==> config.mk <==
export PLATFORM = sky130hd
export DESIGN_NAME = scpe_ctrl
export DESIGN_NICKNAME = d
export VERILOG_FILES = /design/src/rtl/scpe_pkg.sv /design/src/rtl/scpe_rx_errcnt.sv /design/src/rtl/scpe_tx_retry.sv /design/src/rtl/scpe_guard_timer.sv /design/src/rtl/scpe_selfclr.sv /design/src/rtl/scpe_ctrl.sv
export SDC_FILE = /design/constraint.sdc
export NUM_CORES = 1
export LEC_CHECK = 0
export ABC_AREA = 1
export ABC_CLOCK_PERIOD_IN_PS = 1800
export BUFFER_PORTS_ARGS = -buffer_cell sky130_fd_sc_hd__clkbuf_2
export CAP_MARGIN = 10
export CORE_UTILIZATION = 40
export CTS_CLUSTER_SIZE = 20
export DETAILED_ROUTE_END_ITERATION = 6
export PLACE_DENSITY = 0.68
export SYNTH_ARGS = -nofsm -noshare
export SYNTH_HDL_FRONTEND = slang
export SYNTH_SLANG_ARGS = --single-unit
==> constraint.sdc <==
create_clock -name clk -period 1.8 [get_ports clk]
set_input_delay 0.18 -clock clk [delete_from_list [all_inputs] [get_ports clk]]
set_output_delay 0.18 -clock clk [all_outputs]
set_load 0.01 [all_outputs]
==> src/rtl/scpe_pkg.sv <==
package scpe_pkg;
    localparam int LIMIT_W = 3;
    localparam int GUARD_TICKS = 27;

    typedef enum logic [1:0] {
        TX_IDLE   = 2'd0,
        TX_WAIT   = 2'd1,
        TX_RESEND = 2'd2
    } tx_state_e;
endpackage

==> src/rtl/scpe_rx_errcnt.sv <==
module scpe_rx_errcnt #(
    parameter int LIMIT_W = 3
) (
    input  logic               clk,
    input  logic               rst_n,
    input  logic               proto_t1,
    input  logic [LIMIT_W-1:0] err_limit,
    input  logic               rx_valid,
    input  logic               rx_parity_ok,
    output logic               pe_evt,
    output logic               budget_evt
);
    logic [LIMIT_W-1:0] err_cnt;
    logic               bad_char;

    assign bad_char = rx_valid && !rx_parity_ok;

    always_comb begin
        pe_evt     = 1'b0;
        budget_evt = 1'b0;
        if (bad_char) begin
            if (proto_t1) begin
                pe_evt = 1'b1;
            end else if (err_cnt >= err_limit) begin
                pe_evt     = 1'b1;
                budget_evt = 1'b1;
            end
        end
    end

    always_ff @(posedge clk) begin
        if (!rst_n) begin
            err_cnt <= '0;
        end else if (proto_t1) begin
            err_cnt <= '0;
        end else if (rx_valid) begin
            if (rx_parity_ok || err_cnt >= err_limit) begin
                err_cnt <= '0;
            end else begin
                err_cnt <= err_cnt + 1'b1;
            end
        end
    end

    // a good character in T=0 leaves the count at zero
    p_good_clears_r3: assert property (@(posedge clk) disable iff (!rst_n)
        (!proto_t1 && rx_valid && rx_parity_ok) |=> (err_cnt == '0));

    // T=1 bad characters flag at once and never touch the budget
    p_t1_first_r5: assert property (@(posedge clk) disable iff (!rst_n)
        (proto_t1 && bad_char) |-> (pe_evt && !budget_evt));

    // the count never goes past the setting while configuration is steady
    p_cnt_bound_r2: assert property (@(posedge clk) disable iff (!rst_n)
        (!proto_t1 && $stable(err_limit) && $past(rst_n) && $past(err_cnt <= err_limit))
            |-> (err_cnt <= err_limit));
endmodule

==> src/rtl/scpe_tx_retry.sv <==
module scpe_tx_retry
    import scpe_pkg::*;
#(
    parameter int LIMIT_W = 3
) (
    input  logic               clk,
    input  logic               rst_n,
    input  logic               proto_t1,
    input  logic [LIMIT_W-1:0] err_limit,
    input  logic               tx_start,
    input  logic               tx_done,
    input  logic               tx_nak,
    input  logic               tbuf_wr,
    output logic               retx_req,
    output logic               fail_evt
);
    tx_state_e          state_q, state_d;
    logic [LIMIT_W-1:0] tries_q, tries_d;
    logic               nak_t0;
    logic               have_retry;

    assign nak_t0     = tx_done && tx_nak && !proto_t1;
    assign have_retry = (tries_q < err_limit);

    always_comb begin
        state_d = state_q;
        tries_d = tries_q;
        unique case (state_q)
            TX_IDLE: begin
                if (tx_start) state_d = TX_WAIT;
            end
            TX_WAIT: begin
                if (tx_done) begin
                    if (nak_t0 && have_retry) begin
                        state_d = TX_RESEND;
                        tries_d = tries_q + 1'b1;
                    end else begin
                        state_d = TX_IDLE;
                        tries_d = '0;
                    end
                end
            end
            TX_RESEND: begin
                if (tx_start) state_d = TX_WAIT;
            end
            default: begin
                state_d = TX_IDLE;
                tries_d = '0;
            end
        endcase
        if (tbuf_wr) tries_d = '0;
    end

    always_ff @(posedge clk) begin
        if (!rst_n) begin
            state_q <= TX_IDLE;
            tries_q <= '0;
        end else begin
            state_q <= state_d;
            tries_q <= tries_d;
        end
    end

    always_comb begin
        retx_req = (state_q == TX_RESEND);
        fail_evt = (state_q == TX_WAIT) && nak_t0 && !have_retry;
    end

    // a pending retransmit never exceeds the allowed count
    p_retx_bound_r6: assert property (@(posedge clk) disable iff (!rst_n)
        retx_req |-> (tries_q <= err_limit));

    // no retry is requested from a T=1 completion
    p_t1_no_retry_r11: assert property (@(posedge clk) disable iff (!rst_n)
        (state_q == TX_WAIT && tx_done && proto_t1) |=> !retx_req);

    // a clean completion leaves the retry count at zero
    p_clean_reset_r8: assert property (@(posedge clk) disable iff (!rst_n)
        (state_q == TX_WAIT && tx_done && !tx_nak) |=> (tries_q == '0));
endmodule

==> src/rtl/scpe_guard_timer.sv <==
module scpe_guard_timer #(
    parameter int LIMIT_W     = 3,
    parameter int GUARD_TICKS = 27
) (
    input  logic               clk,
    input  logic               rst_n,
    input  logic [LIMIT_W-1:0] err_limit,
    input  logic               tx_start,
    input  logic               half_etu_tick,
    output logic               tx_allow
);
    localparam int CNT_W = $clog2(GUARD_TICKS + 1);

    logic [CNT_W-1:0] remain_q;
    logic             hold_en;

    assign hold_en = (err_limit == '0);

    always_ff @(posedge clk) begin
        if (!rst_n) begin
            remain_q <= '0;
        end else if (tx_start) begin
            remain_q <= CNT_W'(GUARD_TICKS);
        end else if (half_etu_tick && remain_q != '0) begin
            remain_q <= remain_q - 1'b1;
        end
    end

    assign tx_allow = !hold_en || (remain_q == '0);

    // a start with retransmission off withholds permission next cycle
    p_guard_hold_r9: assert property (@(posedge clk) disable iff (!rst_n)
        (tx_start && hold_en && $stable(err_limit)) |=> !tx_allow);

    // permission only returns on a tick
    p_guard_tick_r9: assert property (@(posedge clk) disable iff (!rst_n)
        (!tx_allow && !half_etu_tick && hold_en) |=> (!tx_allow || !hold_en));
endmodule

==> src/rtl/scpe_selfclr.sv <==
module scpe_selfclr (
    input  logic clk,
    input  logic rst_n,
    input  logic wr,
    output logic pulse
);
    always_ff @(posedge clk) begin
        if (!rst_n) pulse <= 1'b0;
        else        pulse <= wr;
    end

    // the bit drops by itself when not rewritten
    p_selfclr_r10: assert property (@(posedge clk) disable iff (!rst_n)
        (pulse && !wr) |=> !pulse);
endmodule

==> src/rtl/scpe_ctrl.sv <==
module scpe_ctrl
    import scpe_pkg::*;
#(
    parameter int LIM_W  = scpe_pkg::LIMIT_W,
    parameter int GUARD  = scpe_pkg::GUARD_TICKS
) (
    input  logic             clk,
    input  logic             rst_n,
    input  logic             proto_t1,
    input  logic [LIM_W-1:0] err_limit,
    input  logic             rx_valid,
    input  logic             rx_parity_ok,
    input  logic             tx_start,
    input  logic             tx_done,
    input  logic             tx_nak,
    input  logic             tbuf_wr,
    input  logic             stat_rd,
    input  logic             half_etu_tick,
    input  logic             tx_fifo_clr_wr,
    input  logic             rx_fifo_clr_wr,
    output logic             retx_req,
    output logic             parity_err,
    output logic             budget_over,
    output logic             tx_allow,
    output logic             tx_fifo_clr,
    output logic             rx_fifo_clr
);
    localparam int N_CLR = 2;

    logic             rx_pe_evt;
    logic             rx_budget_evt;
    logic             tx_fail_evt;
    logic             pe_set;
    logic             budget_set;
    logic [N_CLR-1:0] clr_wr;
    logic [N_CLR-1:0] clr_q;

    scpe_rx_errcnt #(.LIMIT_W(LIM_W)) u_rx (
        .clk          (clk),
        .rst_n        (rst_n),
        .proto_t1     (proto_t1),
        .err_limit    (err_limit),
        .rx_valid     (rx_valid),
        .rx_parity_ok (rx_parity_ok),
        .pe_evt       (rx_pe_evt),
        .budget_evt   (rx_budget_evt)
    );

    scpe_tx_retry #(.LIMIT_W(LIM_W)) u_tx (
        .clk       (clk),
        .rst_n     (rst_n),
        .proto_t1  (proto_t1),
        .err_limit (err_limit),
        .tx_start  (tx_start),
        .tx_done   (tx_done),
        .tx_nak    (tx_nak),
        .tbuf_wr   (tbuf_wr),
        .retx_req  (retx_req),
        .fail_evt  (tx_fail_evt)
    );

    scpe_guard_timer #(.LIMIT_W(LIM_W), .GUARD_TICKS(GUARD)) u_guard (
        .clk           (clk),
        .rst_n         (rst_n),
        .err_limit     (err_limit),
        .tx_start      (tx_start),
        .half_etu_tick (half_etu_tick),
        .tx_allow      (tx_allow)
    );

    assign clr_wr = {rx_fifo_clr_wr, tx_fifo_clr_wr};

    for (genvar gi = 0; gi < N_CLR; gi++) begin : g_clr
        scpe_selfclr u_clr (
            .clk   (clk),
            .rst_n (rst_n),
            .wr    (clr_wr[gi]),
            .pulse (clr_q[gi])
        );
    end

    assign tx_fifo_clr = clr_q[0];
    assign rx_fifo_clr = clr_q[1];

    assign pe_set     = rx_pe_evt || tx_fail_evt;
    assign budget_set = rx_budget_evt || tx_fail_evt;

    always_ff @(posedge clk) begin
        if (!rst_n) begin
            parity_err  <= 1'b0;
            budget_over <= 1'b0;
        end else begin
            if (pe_set)       parity_err <= 1'b1;
            else if (stat_rd) parity_err <= 1'b0;
            if (budget_set)   budget_over <= 1'b1;
            else if (stat_rd) budget_over <= 1'b0;
        end
    end

    // an error event wins over a same-cycle read
    p_set_wins_r4: assert property (@(posedge clk) disable iff (!rst_n)
        budget_set |=> (budget_over && parity_err));

    // a read with no event clears both flags
    p_read_clears_r4: assert property (@(posedge clk) disable iff (!rst_n)
        (stat_rd && !pe_set && !budget_set) |=> (!parity_err && !budget_over));

    // without a read the flags stay set
    p_sticky_r4: assert property (@(posedge clk) disable iff (!rst_n)
        (parity_err && !stat_rd) |=> parity_err);

    // retry exhaustion and a retransmit request never coexist
    p_exhaust_r7: assert property (@(posedge clk) disable iff (!rst_n)
        tx_fail_evt |=> !retx_req);
endmodule

### Yosys cells after proc, flatten, opt, wreduce, memory -nomap -nowiden

Cells that the tools add are included.

| storage, ports and cells | value |
|---|---|
| bits in registers | 17 |
| output and inout bits | 6 |
| word-level logic and storage cells | 66 |

| cells by class | value |
|---|---|
| add/sub/neg operators | 3 |
| magnitude comparators | 2 |
| equality and inequality tests | 4 |
| muxes and demuxes | 18 |
| bitwise operators | 2 |
| reductions and logical operators | 28 |

Operators by type and width:

| kind | number |
|---|---|
| $mux 5 | 2 |
| $mux 3 | 3 |
| $mux 1 | 8 |
| $reduce_or 2->1 | 4 |
| $logic_and 1x1->1 | 7 |
| $add 3x1->3 const B | 2 |
| $mux 2 | 3 |
| $pmux 3 s2 | 1 |
| $reduce_bool 2->1 | 3 |
| $logic_not 5->1 | 1 |
| $reduce_bool 5->1 | 1 |
| $sub 5x1->5 const B | 1 |
| $logic_not 1->1 | 4 |
| $logic_or 1x1->1 | 4 |
| $pmux 2 s2 | 1 |
| $reduce_and 2->1 | 2 |
| $ge 3x3->1 | 1 |
| $logic_not 3->1 | 1 |
| $lt 3x3->1 | 1 |
| $eq 2x1->1 const B | 1 |
| $eq 2x2->1 const B | 1 |
| $logic_not 2->1 | 1 |
| $ne 2x1->1 const B | 1 |
| $ne 2x2->1 const B | 1 |
| $not 1->1 | 2 |

### Longest topological paths before layout

| logic depth | value |
|---|---|
| word-level depth | 6 |
| depth in mapped cells | 9 |
| depth with buffers taken out | 9 |

### Modules after synthesis

A second synthesis with hierarchy kept.

| second synthesis, totals | value |
|---|---|
| cells, all modules | 144 |
| area total of the unflattened synthesis | 1003.5 um^2 |

Modules (own cells, without submodules):

| module | times used | cells each | area each (um^2) |
|---|---|---|---|
| scpe_tx_retry | 1 | 50 | 330.3 |
| scpe_guard_timer | 1 | 41 | 282.8 |
| scpe_rx_errcnt | 1 | 37 | 262.8 |
| scpe_ctrl | 1 | 10 | 72.6 |
| scpe_selfclr | 2 | 3 | 27.5 |

### Worst setup path after synthesis

No wires, ideal clock.

| path | value |
|---|---|
| path kind | register to register |
| start point | register u_rx.err_cnt[2] |
| end point | register u_rx.err_cnt[1] |
| arrival | 1159 ps |
| data required time | 1730 ps |
| path slack | 571 ps |
| stages on the path, launching flop included | 7 |
| path through | dfxtp_1 ha_1 a21oi_1 nand3_1 nor2_1 nand2_1 a21oi_1 |

| between the ends | value |
|---|---|
| word-level cells in the longest chain between the ends | 3 |

RTL lines:

| element | RTL line | RTL |
|---|---|---|
| start, declared | scpe_rx_errcnt.sv:13 | `logic [LIMIT_W-1:0] err_cnt;` |
| start signal, assigned | scpe_rx_errcnt.sv:40 | `err_cnt <= err_cnt + 1'b1;` |
| $ge 3x3->1 | scpe_rx_errcnt.sv:37 | `if (rx_parity_ok \|\| err_cnt >= err_limit) begin` |
| $logic_or 1x1->1 | scpe_rx_errcnt.sv:37 |  |
| $mux 3 | scpe_rx_errcnt.sv:37 |  |

No other way between the ends.
A chain may end at the register's enable or synchronous reset.

### Final worst setup path

| path | value |
|---|---|
| start point | register u_guard.remain_q[0] |
| end point | output port tx_allow |

| between the ends | value |
|---|---|
| word-level cells in the longest chain between the ends | 2 |

RTL lines:

| element | RTL line | RTL |
|---|---|---|
| start, declared | scpe_guard_timer.sv:14 | `logic [CNT_W-1:0] remain_q;` |
| start signal, assigned | scpe_guard_timer.sv:23 | `remain_q <= CNT_W'(GUARD_TICKS);` |
| start signal, assigned | scpe_guard_timer.sv:25 | `remain_q <= remain_q - 1'b1;` |
| $logic_not 5->1 | scpe_guard_timer.sv:29 | `assign tx_allow = !hold_en \|\| (remain_q == '0);` |
| $logic_or 1x1->1 | scpe_guard_timer.sv:29 |  |
| end, declared | scpe_ctrl.sv:24 | `output logic tx_allow,` |

No other way between the ends.

==> metrics.csv <==
stage;metric;value;unit
yosys;synth_commonest_cells;sky130_fd_sc_hd__nand2_1 (28), sky130_fd_sc_hd__inv_1 (21), sky130_fd_sc_hd__dfxtp_1 (17);
worst_setup_path;timing.setup.critical_path_class;reg2out;
sta;period_minus_slack;1.45;ns
yosys;synth_top_cell_by_area;sky130_fd_sc_hd__dfxtp_1;
route;vias_per_cell;4.85;
sta;timing.setup.tns;0;ns
yosys;synth-edff-count;0;
power_and_ir_drop;p_sw;205;µW
power_and_ir_drop;totalPowerFinal;737;µW
power_and_ir_drop;power-per-cell-area;649;nW/µm²
yosys;post_synth_num_cell_types;24;
clock_tree;cts_root_buf;sky130_fd_sc_hd__clkbuf_4;
route;num_vias;912;
route;detail_route.first_pass.iterations;4;
run_status;result_of_the_run;complete, no violations;
clock_tree;clock_tree_from_tritoncts;yes;
worst_setup_path;cp_startpoint;u_guard.remain_q[0]$_SDFFE_PN0P_;
final_layout;nNetsFinal;185;
clock_tree;post_cts.resized_instances;0;
sta;finalHoldViolations;0;
power_and_ir_drop;comb_power_share;18.2;%
sta;setup_ws;0.348;ns
yosys;postSynthRegisterBits;17;
yosys;netlist_top_cells_area;sky130_fd_sc_hd__dfxtp_1 (35%), sky130_fd_sc_hd__nand2_1 (11%), sky130_fd_sc_hd__ha_1 (10%), sky130_fd_sc_hd__inv_1 (8.1%), sky130_fd_sc_hd__nor2_1 (5.4%);
yosys;syn_nets;159;
floorplan;top_ports;22;
route;wire_per_inst;9.75;µm
worst_setup_path;timing.rr.end;u_rx.err_cnt[1]$_SDFFE_PP0P_;
power_and_ir_drop;sw_frac_of_total;27.8;%
worst_setup_path;critical_path.startpoint_type;register;
route;route.antenna.remaining_nets;0;
worst_setup_path;crit_end;tx_allow;
sta;rsz0062_at_grt;false;
clock_tree;postCtsHoldBufs;0;
route;routed_wirelength;1.83;mm
clock_tree;clock_sinks;17;
worst_setup_path;timing.critical_path.fanout_max;4;
yosys;synthFlopType;sky130_fd_sc_hd__dfxtp_1;
route;drt-initial-drc-count;18;
yosys;netlist_instances;135;
yosys;post_synth_instance_area;968;µm²
sta;setup_violations;0;
worst_setup_path;critPathArrivalTime;1.27;ns
final_layout;area_growth_synth_to_finish;17.2;%
clock_tree;clk-insertion-delay-late;0.28;ns
sta;achievable-frequency;0.688;GHz
grt;grt_util_all_layers;16.6;%
floorplan;initial_core_util;43.0;%
power_and_ir_drop;cellLeakagePower;0.000575;µW
floorplan;die_w;51.2;µm
grt;first_global_vias;830;
route;route.detailed.drc;0;
yosys;seq_area_frac_synth;35.1;%
sta;drv_slew;0;
clock_tree;path_clk_slew;0.10;ns
final_layout;multi_input_area;538;µm²
yosys;yosysWarnings;0;
min_path;whs_path_depth;3;
final_layout;sequential_cell_area;340;µm²
power_and_ir_drop;worst_ir_drop_vdd;0.386;mV
clock_tree;cts_max_level;1;
grt;grt_first_pass_wirelength;3.21;mm
final_layout;drive_gt1_share;21.9;%
sta;final.setup_skew;0.000772;ns
yosys;top_count_cell_post_synth;sky130_fd_sc_hd__nand2_1;
placed_design;place.gp.congestion;0.795;
grt;grt_start_max_net_pins;10;
min_path;worst_hold_path_type;in2reg;
worst_setup_path;reg2reg_from;u_rx.err_cnt[2]$_SDFFE_PP0P_;
placed_design;pre_cts_slack;0.397;ns
placed_design;dp_hpwl;1.53;mm
grt;globalRouteOverflowTotal;0;
flow_run;max_cap_violations;0;
clock_tree;cts_inserted_buffers;3;
floorplan;placementRows;17;
yosys;asyncSetResetFlopFracSynth;0;%
sta;slew-limit-headroom;79.6;%
floorplan;core_region_area;2250;µm²
clock_tree;cts.repair_timing.setup_buffer_count;0;
sta;layout_worst_path_cycle_share;80.7;%
final_layout;num_antenna_cells;0;
worst_setup_path;reg2reg_depth;6;
sta;max_slew.worst_pin.slew;0.304;ns
clock_tree;clock_tree.buffer_depth;2;
power_and_ir_drop;power.clock.fraction;27.2;%
worst_setup_path;timing.critical_path.required;1.62;ns
final_layout;fillerInstances;243;
floorplan;die-area;2620;µm²
yosys;netlist.area_leader.share;35.1;%
floorplan;die_height;51.2;µm
worst_setup_path;cp-end-kind;output port;
final_layout;finish.utilization;50.3;%
sta;holdWs;0.0735;ns
placed_design;port-buffer-count;21;
yosys;syn-mean-instance-area;7.17;µm²
power_and_ir_drop;cell_internal_pwr;532;µW
power_and_ir_drop;sequentialPowerShare;54.6;%
grt;antenna_violations_before_repair;0;
worst_setup_path;timing.reg2reg.setup_slack;0.43;ns
[layout by cell type, fill, tap and decap left out, types with 3 or more instances in the layout]
cell type / instances
sky130_fd_sc_hd__clkbuf_2: 21
sky130_fd_sc_hd__ha_1: 8
sky130_fd_sc_hd__inv_1: 21
sky130_fd_sc_hd__clkbuf_4: 3
sky130_fd_sc_hd__o21ai_0: 3
sky130_fd_sc_hd__nor2_1: 14
sky130_fd_sc_hd__dfxtp_1: 17
sky130_fd_sc_hd__a21oi_1: 10
sky130_fd_sc_hd__nor2_2: 3
sky130_fd_sc_hd__inv_2: 3
sky130_fd_sc_hd__nand2_1: 28
sky130_fd_sc_hd__nand3_1: 9
[logic make-up after synthesis]
| kind of cell | synth area share [%] |
|---|---|
| adder cells (fa/ha/maj) | 10.3 |
| AND/OR/NAND/NOR | 29.5 |
| XOR/XNOR | 1.81 |
| flip-flops | 35.1 |
| AO/OA/AOI/OAI | 14.0 |
| buffers and inverters | 9.30 |
[sequential cells by signal, indices dropped and copies added, names as in the netlist]
| register | flops |
|---|---|
| u_guard.remain_q | 5 |
| u_rx.err_cnt | 3 |
| u_tx.tries_q | 3 |
| g_clr.u_clr.pulse | 2 |
| u_tx.state_q | 2 |
| budget_over | 1 |
| parity_err | 1 |
[cell type report]
cell class,instances,share of cell area (%)
inverters,24,7.94
multi-input cells,94,47.4
repair buffers,21,9.26
flip-flops and latches,17,30.0
clock buffers,4,2.32
well taps,28,3.09
[stage by stage]
stage	cell area, µm²	instances
after floorplan	968	135
after global placement	1110	184
after detailed placement	1110	184
after CTS	1130	188
after global routing	1130	188
final	1130	188
[worst min path at each step]
stage	from	endpoint
after floorplan	rst_n	g_clr[0].u_clr.pulse$_SDFF_PN0_
after global placement	rx_fifo_clr_wr	g_clr[1].u_clr.pulse$_SDFF_PN0_
after detailed placement	tx_fifo_clr_wr	g_clr[0].u_clr.pulse$_SDFF_PN0_
after CTS	tx_fifo_clr_wr	g_clr[0].u_clr.pulse$_SDFF_PN0_
after global routing	tx_fifo_clr_wr	g_clr[0].u_clr.pulse$_SDFF_PN0_
final	tx_fifo_clr_wr	g_clr[0].u_clr.pulse$_SDFF_PN0_
[power by group through the flow]
stage / registers, µW / clock network, µW / logic (µW)
2_1_floorplan: 411 / 0 / 89.4
3_3_place_gp: 411 / 0 / 131
3_5_place_dp: 411 / 0 / 135
4_1_cts: 403 / 214 / 136
5_1_grt: 405 / 230 / 155
6_report: 402 / 200 / 134
[per-layer routing]
metal | share of wire (%) | wire [µm] | GRT usage (%)
met1 | 50 | 918 | 19.1
met3 | 3.9 | 72 | 2.98
met4 | 0.65 | 12 | 8.33
met2 | 45 | 829 | 28.9
met5 | 0 | 0 | 0
[worst max-delay path, cell delays in order, from the launching register on]
cell	delay [ns]
sky130_fd_sc_hd__dfxtp_1	0.32
sky130_fd_sc_hd__inv_1	0.11
sky130_fd_sc_hd__ha_1	0.23
sky130_fd_sc_hd__nand3_2	0.12
sky130_fd_sc_hd__nand2_1	0.09
sky130_fd_sc_hd__clkbuf_2	0.12
Power figures use the tool's default switching activity.
